===== config.mk =====
export PLATFORM = sky130hd
export DESIGN_NAME = intr_recog_seq
export DESIGN_NICKNAME = d
export VERILOG_FILES = /design/src/rtl/intr_seq_pkg.sv /design/src/rtl/intr_sync.sv /design/src/rtl/intr_qual.sv /design/src/rtl/intr_ack_fsm.sv /design/src/rtl/intr_recog_seq.sv
export SDC_FILE = /design/constraint.sdc
export NUM_CORES = 1
export LEC_CHECK = 0
export BUFFER_PORTS_ARGS = -buffer_cell sky130_fd_sc_hd__buf_2
export CAP_MARGIN = 20
export CELL_PAD_IN_SITES_DETAIL_PLACEMENT = 0
export CELL_PAD_IN_SITES_GLOBAL_PLACEMENT = 2
export CORE_MARGIN = 2
export CORE_UTILIZATION = 26
export DETAILED_ROUTE_END_ITERATION = 8
export GPL_ROUTABILITY_DRIVEN = 0
export PLACE_DENSITY_LB_ADDON = 0.1
export SLEW_MARGIN = 40
export SYNTH_ARGS = -nofsm -noshare
export SYNTH_HDL_FRONTEND = slang
export SYNTH_SLANG_ARGS = --single-unit
export TNS_END_PERCENT = 20

===== constraint.sdc =====
create_clock -name clk -period 1.8 [get_ports clk]
set_input_delay 0.36 -clock clk [delete_from_list [all_inputs] [get_ports clk]]
set_output_delay 0.36 -clock clk [all_outputs]
set_load 0.01 [all_outputs]

===== src/rtl/intr_seq_pkg.sv =====
package intr_seq_pkg;
  localparam int VEC_W  = 8;
  localparam int N_SUPP = 9;

  typedef enum logic [1:0] {
    ST_IDLE  = 2'd0,
    ST_FLUSH = 2'd1,
    ST_ACK1  = 2'd2,
    ST_ACK2  = 2'd3
  } seq_state_t;
endpackage


===== src/rtl/intr_sync.sv =====
module intr_sync #(
  parameter int STAGES = 2
) (
  input  logic clk,
  input  logic rst_n,
  input  logic d_in,
  output logic q_out
);
  logic [STAGES-1:0] stage_q;

  always_ff @(posedge clk or negedge rst_n) begin
    if (!rst_n) stage_q[0] <= 1'b0;
    else        stage_q[0] <= d_in;
  end

  for (genvar i = 1; i < STAGES; i++) begin : g_stage
    always_ff @(posedge clk or negedge rst_n) begin
      if (!rst_n) stage_q[i] <= 1'b0;
      else        stage_q[i] <= stage_q[i-1];
    end
  end

  assign q_out = stage_q[STAGES-1];
endmodule


===== src/rtl/intr_qual.sv =====
module intr_qual #(
  parameter int N_SUPP = 9
) (
  input  logic              clk,
  input  logic              rst_n,
  input  logic              req_sync,
  input  logic [N_SUPP-1:0] supp,
  input  logic              int_enable,
  input  logic              hi_prio_pend,
  input  logic              retire_bnd,
  input  logic              halted,
  input  logic              idle,
  output logic              take,
  output logic              take_halted
);
  logic samp_en;
  logic samp_q, samp_d;

  assign samp_en = ~(|supp);
  assign samp_d  = req_sync & samp_en;

  always_ff @(posedge clk or negedge rst_n) begin
    if (!rst_n) samp_q <= 1'b0;
    else        samp_q <= samp_d;
  end

  assign take = idle & samp_q & samp_en & int_enable & ~hi_prio_pend
              & (retire_bnd | halted);
  assign take_halted = take & halted;
endmodule


===== src/rtl/intr_ack_fsm.sv =====
module intr_ack_fsm
  import intr_seq_pkg::*;
#(
  parameter int W = VEC_W
) (
  input  logic         clk,
  input  logic         rst_n,
  input  logic         take,
  input  logic         take_halted,
  input  logic         bus_rdy,
  input  logic [W-1:0] bus_data,
  output logic         idle,
  output logic         flush_req,
  output logic         halt_exit,
  output logic         ack_req,
  output logic         ack_second,
  output logic [W-1:0] vec_out,
  output logic         vec_valid
);
  seq_state_t state_q, state_d;
  logic         hx_q, hx_d;
  logic [W-1:0] vec_q;
  logic         vec_en;
  logic         vv_q, vv_d;

  always_comb begin
    state_d = state_q;
    hx_d    = hx_q;
    case (state_q)
      ST_IDLE:  if (take) begin
                  state_d = ST_FLUSH;
                  hx_d    = take_halted;
                end
      ST_FLUSH: begin
                  state_d = ST_ACK1;
                  hx_d    = 1'b0;
                end
      ST_ACK1:  if (bus_rdy) state_d = ST_ACK2;
      ST_ACK2:  if (bus_rdy) state_d = ST_IDLE;
      default:  state_d = ST_IDLE;
    endcase
  end

  assign vec_en = (state_q == ST_ACK2) & bus_rdy;
  assign vv_d   = vec_en;

  always_ff @(posedge clk or negedge rst_n) begin
    if (!rst_n) begin
      state_q <= ST_IDLE;
      hx_q    <= 1'b0;
      vv_q    <= 1'b0;
    end else begin
      state_q <= state_d;
      hx_q    <= hx_d;
      vv_q    <= vv_d;
    end
  end

  always_ff @(posedge clk or negedge rst_n) begin
    if (!rst_n)      vec_q <= '0;
    else if (vec_en) vec_q <= bus_data;
  end

  assign idle       = (state_q == ST_IDLE);
  assign flush_req  = (state_q == ST_FLUSH);
  assign halt_exit  = (state_q == ST_FLUSH) & hx_q;
  assign ack_req    = (state_q == ST_ACK1) | (state_q == ST_ACK2);
  assign ack_second = (state_q == ST_ACK2);
  assign vec_out    = vec_q;
  assign vec_valid  = vv_q;
endmodule


===== src/rtl/intr_recog_seq.sv =====
module intr_recog_seq
  import intr_seq_pkg::*;
#(
  parameter int SYNC_STAGES = 2,
  parameter int W           = VEC_W
) (
  input  logic         clk,
  input  logic         rst_n,
  input  logic         irq_in,
  input  logic         int_enable,
  input  logic         retire_bnd,
  input  logic         halted,
  input  logic         hi_prio_pend,
  input  logic         hold_ack,
  input  logic         addr_hold,
  input  logic         backoff,
  input  logic         reset_in,
  input  logic         init_in,
  input  logic         probe_rdy,
  input  logic         shutdown,
  input  logic         stop_grant,
  input  logic         stop_clock,
  input  logic         bus_rdy,
  input  logic [W-1:0] bus_data,
  output logic         flush_req,
  output logic         halt_exit,
  output logic         ack_req,
  output logic         ack_second,
  output logic [W-1:0] vec_out,
  output logic         vec_valid
);
  logic              req_sync;
  logic              take, take_halted, idle;
  logic [N_SUPP-1:0] supp;

  assign supp = {stop_clock, stop_grant, shutdown, probe_rdy, init_in,
                 reset_in, backoff, addr_hold, hold_ack};

  intr_sync #(.STAGES(SYNC_STAGES)) u_sync (
    .clk(clk), .rst_n(rst_n), .d_in(irq_in), .q_out(req_sync)
  );

  intr_qual #(.N_SUPP(N_SUPP)) u_qual (
    .clk(clk), .rst_n(rst_n), .req_sync(req_sync), .supp(supp),
    .int_enable(int_enable), .hi_prio_pend(hi_prio_pend),
    .retire_bnd(retire_bnd), .halted(halted), .idle(idle),
    .take(take), .take_halted(take_halted)
  );

  intr_ack_fsm #(.W(W)) u_fsm (
    .clk(clk), .rst_n(rst_n), .take(take), .take_halted(take_halted),
    .bus_rdy(bus_rdy), .bus_data(bus_data), .idle(idle),
    .flush_req(flush_req), .halt_exit(halt_exit), .ack_req(ack_req),
    .ack_second(ack_second), .vec_out(vec_out), .vec_valid(vec_valid)
  );

  AST_ENABLE_SET: assert property (@(posedge clk) disable iff (!rst_n)
    flush_req |-> $past(int_enable));
  AST_NOT_SUPPRESSED: assert property (@(posedge clk) disable iff (!rst_n)
    flush_req |-> $past(supp == '0));
  AST_HALT_WITH_FLUSH: assert property (@(posedge clk) disable iff (!rst_n)
    halt_exit |-> flush_req);
  AST_FLUSH_THEN_ACK: assert property (@(posedge clk) disable iff (!rst_n)
    flush_req |=> (!flush_req && ack_req && !ack_second));
  AST_FIRST_ACK_WAITS: assert property (@(posedge clk) disable iff (!rst_n)
    (ack_req && !ack_second && !bus_rdy) |=> (ack_req && !ack_second));
  AST_SECOND_AFTER_FIRST: assert property (@(posedge clk) disable iff (!rst_n)
    $rose(ack_second) |-> $past(ack_req && !ack_second && bus_rdy));
  AST_VEC_ONE_CYCLE: assert property (@(posedge clk) disable iff (!rst_n)
    vec_valid |=> !vec_valid);
  AST_PRIO_DEFERS: assert property (@(posedge clk) disable iff (!rst_n)
    flush_req |-> $past(!hi_prio_pend));
endmodule


### Word level (Yosys, flattened, before mapping)

Cells that the tools add are included.

| cells by class | value |
|---|---|
| mux-type cells | 6 |
| bitwise operators | 13 |
| equal/unequal tests | 6 |
| reduce and logical (&&, ||, !) cells | 5 |

Operators by type and width:

| operator | number |
|---|---|
| $and A1 B1 Y1 | 9 |
| $reduce_or A9 Y1 | 1 |
| $pmux W2 S4 | 1 |
| $mux W2 | 3 |
| $ne A2 B2 Y1 const B | 3 |
| $eq A2 B2 Y1 const B | 2 |
| $reduce_and A3 Y1 | 1 |
| $eq A2 B1 Y1 const B | 1 |
| $logic_not A2 Y1 | 1 |
| $not A1 Y1 | 2 |
| $or A1 B1 Y1 | 2 |
| $pmux W1 S2 | 1 |
| $reduce_and A2 Y1 | 1 |
| $reduce_bool A2 Y1 | 1 |
| $mux W1 | 1 |

| word-level totals | value |
|---|---|
| input port bits | 25 |
| word-level logic and storage cells | 37 |
| bits in registers | 15 |
| output and inout port bits | 13 |

### Logic depth before layout (Yosys ltp)

Gate-level depths: netlist (run 1).

| depth | value |
|---|---|
| depth after elaboration | 9 |
| depth in mapped cells | 6 |
| gate-level depth less buffers | 6 |

### Hierarchy

A second synthesis (run 1) with hierarchy kept.

| second synthesis, totals | value |
|---|---|
| cells, all modules | 51 |
| area, all modules | 683.2 sq um |

Modules (own cells, without submodules):

| module | area an instance (sq um) | times used | seq. area each (sq um) | cells an instance |
|---|---|---|---|---|
| intr_ack_fsm | 535.5 | 1 | 300.3 | 41 |
| intr_qual | 97.6 | 1 | 25.0 | 8 |
| intr_sync | 50.0 | 1 | 50.0 | 2 |

### Worst setup path before layout (run 1)

OpenSTA, ideal clock, no wires.

| timing | value |
|---|---|
| path type | register to register |
| from | register u_fsm.state_q[1] |
| to | register u_fsm.state_q[0] |
| period minus slack after synthesis | 1.566 ns |
| stages on the path, launching flop included | 7 |
| setup time | 0.125 ns |
| data required time | 1.675 ns |
| arrival time | 1.441 ns |
| path slack | 0.234 ns |
| buffers on the path | 0 |
| cells stage by stage | dfrtp_1 -> inv_1 -> ha_1 -> nand4b_1 -> nor4_4 -> and4_1 -> nor3_1 |

| on the way | value |
|---|---|
| longest elaborated chain between the ends | 8 |
| elaborated cells on any way between the ends | 14 |
| those cells by class | 6 x eq/ne; 1 x mux; 5 x bitwise; 2 x reduce/logical |

Ends and longest elaborated chain:

| element | RTL line | text |
|---|---|---|
| start, declared | intr_ack_fsm.sv:20 | `seq_state_t state_q, state_d;` |
| start signal, assigned | intr_ack_fsm.sv:53 | `state_q <= state_d;` |
| $logic_not A2 Y1 | intr_ack_fsm.sv:29, intr_ack_fsm.sv:64 |  |
| $and A1 B1 Y1 (4 in series) | intr_qual.sv:27 | `assign take = idle & samp_q & samp_en & int_enable & ~hi_prio_pend` |
| $and A1 B1 Y1 | intr_qual.sv:28 | `& (retire_bnd \| halted);` |
| $ne A2 B2 Y1 (no source line) | - |  |
| $reduce_and A3 Y1 (no source line) | - |  |

Parallel ways exist; a longest one is shown, timed or not.
A chain may end at the register's enable or synchronous reset.

### Worst setup path in the final report (run 1)

| timing | value |
|---|---|
| from | register u_fsm.state_q[1] |
| to | output halt_exit |

| on the way | value |
|---|---|
| longest elaborated chain between the ends | 2 |

Ends and longest elaborated chain:

| element | RTL line | text |
|---|---|---|
| $eq A2 B1 Y1 | intr_ack_fsm.sv:66 | `assign halt_exit = (state_q == ST_FLUSH) & hx_q;` |
| $and A1 B1 Y1 | intr_ack_fsm.sv:66 |  |
| end, declared | intr_recog_seq.sv:26 | `output logic halt_exit,` |

Every way passes these cells.

==> results.yml, run 1 <==
die:
  design.core.area_mm2: 0.00273
  start_util_pct: 27.3
  dieArea_mm2: 0.00331
  die_width_um: 57.6
  die_h_um: 57.6
  io_pins: 38
  num_rows: 19
worst_setup_path:
  r2r_cells: 6
  crit_fanout: 4
  cp.arrival_ns: 1.35
  path_class: "flip-flop to primary output"
  timing.rr.end: "u_fsm.state_q[0]"
  cp-startpoint: "u_fsm.state_q[1]"
  cp_data_required_time_ns: 1.44
  rrSetupSlack_ns: 0.09
  crit_path_start_kind: "flip-flop"
  cp-end-kind: "primary output"
  timing.rr.start: "u_fsm.state_q[1]"
synthesis:
  seq_area_frac_synth_pct: 50.3
  syn_area_um2: 746
  syn_avg_cell_area_um2: 12.6
  synth_area_leaders: "dfrtp_1, mux2_2, ha_1"
  synth_edf_count: 0
  yosysTopAreaCell: "dfrtp_1"
  yosys.area_share.adder_pct: 8.39
  synth_commonest_cells: "dfrtp_1, mux2_2, ha_1, nor2_1, inv_1"
  postSynth.asyncResetShare_pct: 100
  synth_compound_area_share_pct: 8.39
  synthCells: 59
  ys_warn_count: 0
  ys_ff_latch: 15
  synth_nets: 89
  synth_xor_area_share_pct: 0
  synthFlopType: "dfrtp_1"
  yosysMostFrequentCell: "dfrtp_1"
  ys_types: 25
  synthSimpleGateAreaFrac_pct: 18.8
  synth_top_family_by_area: "simple AND/OR/NAND/NOR gates"
  synth.area.mux_share_pct: 12.1
  yosysTopAreaCellShare_pct: 50.3
cells_and_area:
  drive_gt1_share_pct: 64.2
  antenna_cells: 0
  seqCellArea_um2: 375
  fillers: 294
  area_growth_pct: 46.1
  multi_input_area_um2: 388
  nets: 137
timing:
  fin_skew_ns: 0.0103
  timing.slew.headroom_pct: 69.9
  hold_slack_ns: 0.172
  finalHoldViolations: 0
  fin_ws_ns: 0.0876
  slew_viol_final: 0
  setup_violations: 0
  clock.fmax_ghz: 0.584
  tightestPinTransition_ns: 0.448
  rsz0062_at_grt: "true"
  period_needed_ns: 1.71
  fin_crit_sh_pct: 95.1
power:
  p_leak_nw: 0.532
  power_density_mw_per_mm2: 1420
  total_power_mw: 1.55
  ir_worst_vdd_mv: 0.808
clocking:
  clockBufferDepth: 2
  clk_pin_slew_ns: 0.10
  cts_tree: "done"
  htree_num_levels: 1
  cts_sinks: 15
  root_buffer: "clkbuf_4"
  clk_latency_ns: 0.29
  cts_inserted_buffers: 3
detailed_routing:
  wl_per_cell_um: 11.1
  drt-total-wl_mm: 1.53
  viasPerCell: 4.58
  vias: 628
  first_iter_violations: 9
  post-route-drc-count: 0
  final_antenna_net_count: 0
  first_pass_iters: 4
place:
  io_buffers: 37
  dp_hpwl_mm: 1.22
  place_ws_ns: 0.0343
worst_hold_path:
  min_to: "u_sync.stage_q[0]"
  worst_hold_path_type: "primary input to flip-flop"
  holdPathStages: 1
  hold_start: "irq_in"
global_routing:
  grt_pass1_wl_mm: 2.52
  overflow: 0
  grt_pass1_vias: 584
  grt_max_degree: 16
  gr-usage-all-layers_pct: 10.0
  antenna_found_initial: 0
flow_run:
  max_cap_violations: 0
outcome:
  status: "finished, final reports clean"
==> worst max path at each step <==
stage | end | slack [ns] | cells past startpoint
global placement | u_fsm.state_q[0] | 0.06 | 5
CTS | ack_req | 0.01 | 4
detailed placement | u_fsm.state_q[0] | 0.03 | 5
floorplan | u_fsm.state_q[0] | 0.23 | 6
finish | halt_exit | 0.09 | 5
global route | u_fsm.state_q[0] | -0.04 | 6
==> power by group <==
group          switching [mW]  internal, mW  leakage (nW)
Clock                   0.113        0.0845        0.0139
Sequential             0.0622         0.462         0.183
Combinational           0.381         0.448         0.335
Total                   0.557         0.995         0.532
==> logic make-up after synthesis <==
logic type,after synthesis
AOI/OAI and AO/OA,8
buffers and inverters,4
DFF,15
muxes,8
adders and majority gates,5
and+or+nand+nor,19
==> area by class of cell <==
class | count | area share [%]
tap | 31 | 3.56
clock inverter | 1 | 0.689
inverter | 4 | 1.38
sequential | 15 | 34.4
timing repair buffer | 43 | 22.3
clock buffer | 3 | 2.07
multi-input combinational | 40 | 35.6
==> per-stage QoR <==
step | std cells | instance area [um2] | TNS, ns | util, %
2_1_floorplan | 59 | 746 | 0 | -
3_3_place_gp | 131 | 1000 | 0 | 36.6
3_5_place_dp | 131 | 1000 | 0 | 36.6
4_1_cts | 136 | 1040 | 0 | 38.1
5_1_grt | 137 | 1090 | -0.0430 | 39.9
6_report | 137 | 1090 | 0 | 39.9
==> worst max-delay path: stages, from the launching register on <==
cell	delay, ns
dfrtp_1	0.41
inv_2	0.07
buf_4	0.15
ha_2	0.17
and2_1	0.13
buf_2	0.13
==> timing repair <==
action,4_1_cts,5_1_grt
buffers inserted,0,1
endpoints found under the hold margin,15,0
setup endpoints to repair,1,3
gates cloned,0,0
hold buffers,1,0
pin swaps,0,3
gates resized for setup,1,10
==> routing by layer <==
metal  track usage, %  up-vias  share of wire [%]
li1                 -      308                  -
met1             11.6      299                 41
met2             16.4       21                 52
met3             4.76        0                6.9
met4             2.99        0                  0
met5                0        -                  0
==> sequential cells by signal, indices dropped and copies added, names as in the netlist <==
| name | cells |
|---|---|
| u_fsm.state_q | 2 |
| u_fsm.vec_out | 8 |
| u_fsm.hx_q | 1 |
| u_fsm.vec_valid | 1 |
| u_sync.stage_q | 1 |
| u_sync.q_out | 1 |
| u_qual.samp_q | 1 |
==> cells in the final DEF, fill, tap and decap left out, types with 2 or more instances in the layout <==
cell type  instances
nor2_1             5
nand2_1            2
ha_2               2
mux2_2             8
ha_4               2
nor4_4             2
buf_2             36
clkbuf_4           3
dfrtp_1           15
inv_1              2
buf_6              2
inv_2              2
buf_4              4
Note: power is estimated with default switching activity, not from simulation.
==> run 2: changes to the inputs <==
--- a/config.mk
+++ b/config.mk
@@ -10,10 +10,10 @@
 export CELL_PAD_IN_SITES_DETAIL_PLACEMENT = 0
 export CELL_PAD_IN_SITES_GLOBAL_PLACEMENT = 2
 export CORE_MARGIN = 2
-export CORE_UTILIZATION = 26
+export CORE_UTILIZATION = 28
 export DETAILED_ROUTE_END_ITERATION = 8
 export GPL_ROUTABILITY_DRIVEN = 0
-export PLACE_DENSITY_LB_ADDON = 0.1
+export PLACE_DENSITY = 0.78
 export SLEW_MARGIN = 40
 export SYNTH_ARGS = -nofsm -noshare
 export SYNTH_HDL_FRONTEND = slang
==> constraint.sdc (replaced) <==
create_clock -name clk -period 2 [get_ports clk]
set_input_delay 0.4 -clock clk [delete_from_list [all_inputs] [get_ports clk]]
set_output_delay 0.4 -clock clk [all_outputs]
set_load 0.01 [all_outputs]
==> run 2 against run 1 <==
Clock skew shrank 0.0089 ns. Combinational power shrank 30%. Hold slack lost 0.16 ns. Largest power group unchanged. Global-route usage grew 0.19 points. Utilization grew 0.23 points. Final area shrank 8.0%.
==> results.yml, run 2 (synthesized netlist as in run 1, its figures left out) <==
detailed_routing:
  drt-total-wl_mm: 1.41
  final_antenna_net_count: 0
  wl_met3_um: 129
  met1_length_um: 635
  wl_per_cell_um: 10.7
  viasPerCell: 4.53
  first_pass_iters: 2
  routed.top_layer: "met4"
  vias: 593
  met2_length_um: 635
  post-route-drc-count: 0
  first_iter_violations: 6
timing:
  setup-tns-final_ns: 0
  finalHoldViolations: 0
  setup_violations: 0
  rsz0062_at_grt: "false"
  tightestPinTransition_ns: 0.382
  fin_skew_ns: 0.00144
  period_needed_ns: 1.86
  timing.slew.headroom_pct: 74.3
  clock.fmax_ghz: 0.538
  hold_slack_ns: 0.0153
  slew_viol_final: 0
  fin_crit_sh_pct: 93.0
cells_and_area:
  fillers: 264
  final_cell_mix: "buf_2, dfrtp_1, mux2_2"
  multi_input_area_um2: 355
  area_growth_pct: 34.4
  antenna_cells: 0
  layout_commonest_cell: "buf_2"
  drive_gt1_share_pct: 56.4
  nets: 132
  seqCellArea_um2: 375
  largest_reg_flops: 8
global_routing:
  grt_pass1_wl_mm: 2.59
  overflow: 0
  grt_max_degree: 16
  antenna_found_initial: 0
  gr-usage-all-layers_pct: 10.2
  grt_pass1_vias: 620
power:
  ir_worst_vdd_mv: 0.692
  switching_share_pct: 35.9
  p_int_uw: 787
  power.share.combinational_pct: 47.5
  p_seq_share_pct: 38.9
  p_clk_share_pct: 13.6
  total_power_mw: 1.23
  p_sw_uw: 441
  power_density_mw_per_mm2: 1220
  p_leak_nw: 0.512
place:
  dp_hpwl_mm: 1.16
  io_buffers: 37
worst_setup_path:
  crit_path_start_kind: "flip-flop"
  r2r_cells: 6
  crit_end: "ack_req"
  path_class: "flip-flop to primary output"
  crit_fanout: 5
  cp_slowest_cell: "dfrtp_1"
  rrSetupSlack_ns: 0.29
  cp.depth: 4
  cp_slowest_stage_delay_ns: 0.43
  cp-startpoint: "u_fsm.state_q[0]"
  worstPathBufferInverterCount: 2
  cp.arrival_ns: 1.46
  cp-end-kind: "primary output"
  cp_data_required_time_ns: 1.60
  timing.rr.start: "u_fsm.state_q[1]"
  timing.rr.end: "u_fsm.state_q[0]"
  path_cells: "inv_1 -> ha_1 -> or2_2 -> buf_2"
  crit_family: "flip-flops"
die:
  die_width_um: 55.6
  design.core.area_mm2: 0.00250
  dieArea_mm2: 0.00309
  io_pins: 38
  die_h_um: 55.6
  num_rows: 18
  start_util_pct: 29.8
clocking:
  clk_pin_slew_ns: 0.09
  root_buffer: "clkbuf_4"
  htree_num_levels: 1
  cts_tree: "done"
  post_cts_resized: 0
  clockBufferDepth: 2
  cts_inserted_buffers: 3
  cts_setup_buffers: 0
  cts_hold_buf: 0
  cts_sinks: 15
  clk_latency_ns: 0.27
worst_hold_path:
  worst_hold_path_type: "primary input to asynchronous set/reset pin"
outcome:
  status: "finished, final reports clean"
flow_run:
  max_cap_violations: 0
==> run 2: changes by cell type in the layout (fill, tap and decap cells not counted), sizes merged <==
| cell | previous run | this run |
|---|---|---|
| buf | 42 | 38 |
| clkinvlp | 1 | 0 |
| clkbuf | 3 | 4 |
| dlygate4sd3 | 1 | 0 |
==> run 2: power groups by stage <==
stage	Sequential (mW)	Clock, mW	Combinational (mW)
4_1_cts	0.482	0.176	0.597
5_1_grt	0.498	0.192	0.648
2_1_floorplan	0.522	0	0.335
6_report	0.477	0.167	0.583
3_5_place_dp	0.485	0	0.597
3_3_place_gp	0.481	0	0.599
==> run 2: per-stage QoR <==
stage	util (%)	worst slack (ns)	area, um2	std cells
floorplan	-	0.434	746	59
global route	40.1	0.0344	1000	131
detailed placement	39.0	0.242	976	127
CTS	40.1	0.110	1000	131
global placement	39.0	0.256	976	127
finish	40.1	0.140	1000	131
==> run 2: metal layers <==
| layer | track usage [%] | up-vias |
|---|---|---|
| met1 | 13.4 | 267 |
| met2 | 16.0 | 27 |
| met4 | 4.18 | 0 |
| li1 | - | 297 |
| met3 | 2.56 | 2 |
| met5 | 0 | - |
==> run 2: cell type report <==
cell class	instances	share of cell area, %
Sequential cell	15	37.5
Inverter	4	1.50
Clock buffer	4	2.62
Multi-Input combinational cell	40	35.5
Timing Repair Buffer	38	19.2
Tap cell	30	3.75
==> run 2: how the worst min path moves through the flow <==
| stage | cells past startpoint | slack (ns) | endpoint |
|---|---|---|---|
| 6_report | 1 | 0.02 | u_fsm.vec_out[2] |
| 5_1_grt | 1 | 0.02 | u_fsm.vec_out[2] |
| 4_1_cts | 1 | 0.02 | u_fsm.vec_out[6] |
| 3_5_place_dp | 1 | 0.32 | u_fsm.vec_out[6] |
| 3_3_place_gp | 1 | 0.32 | u_fsm.vec_out[7] |
| 2_1_floorplan | 0 | 0.10 | u_fsm.hx_q |
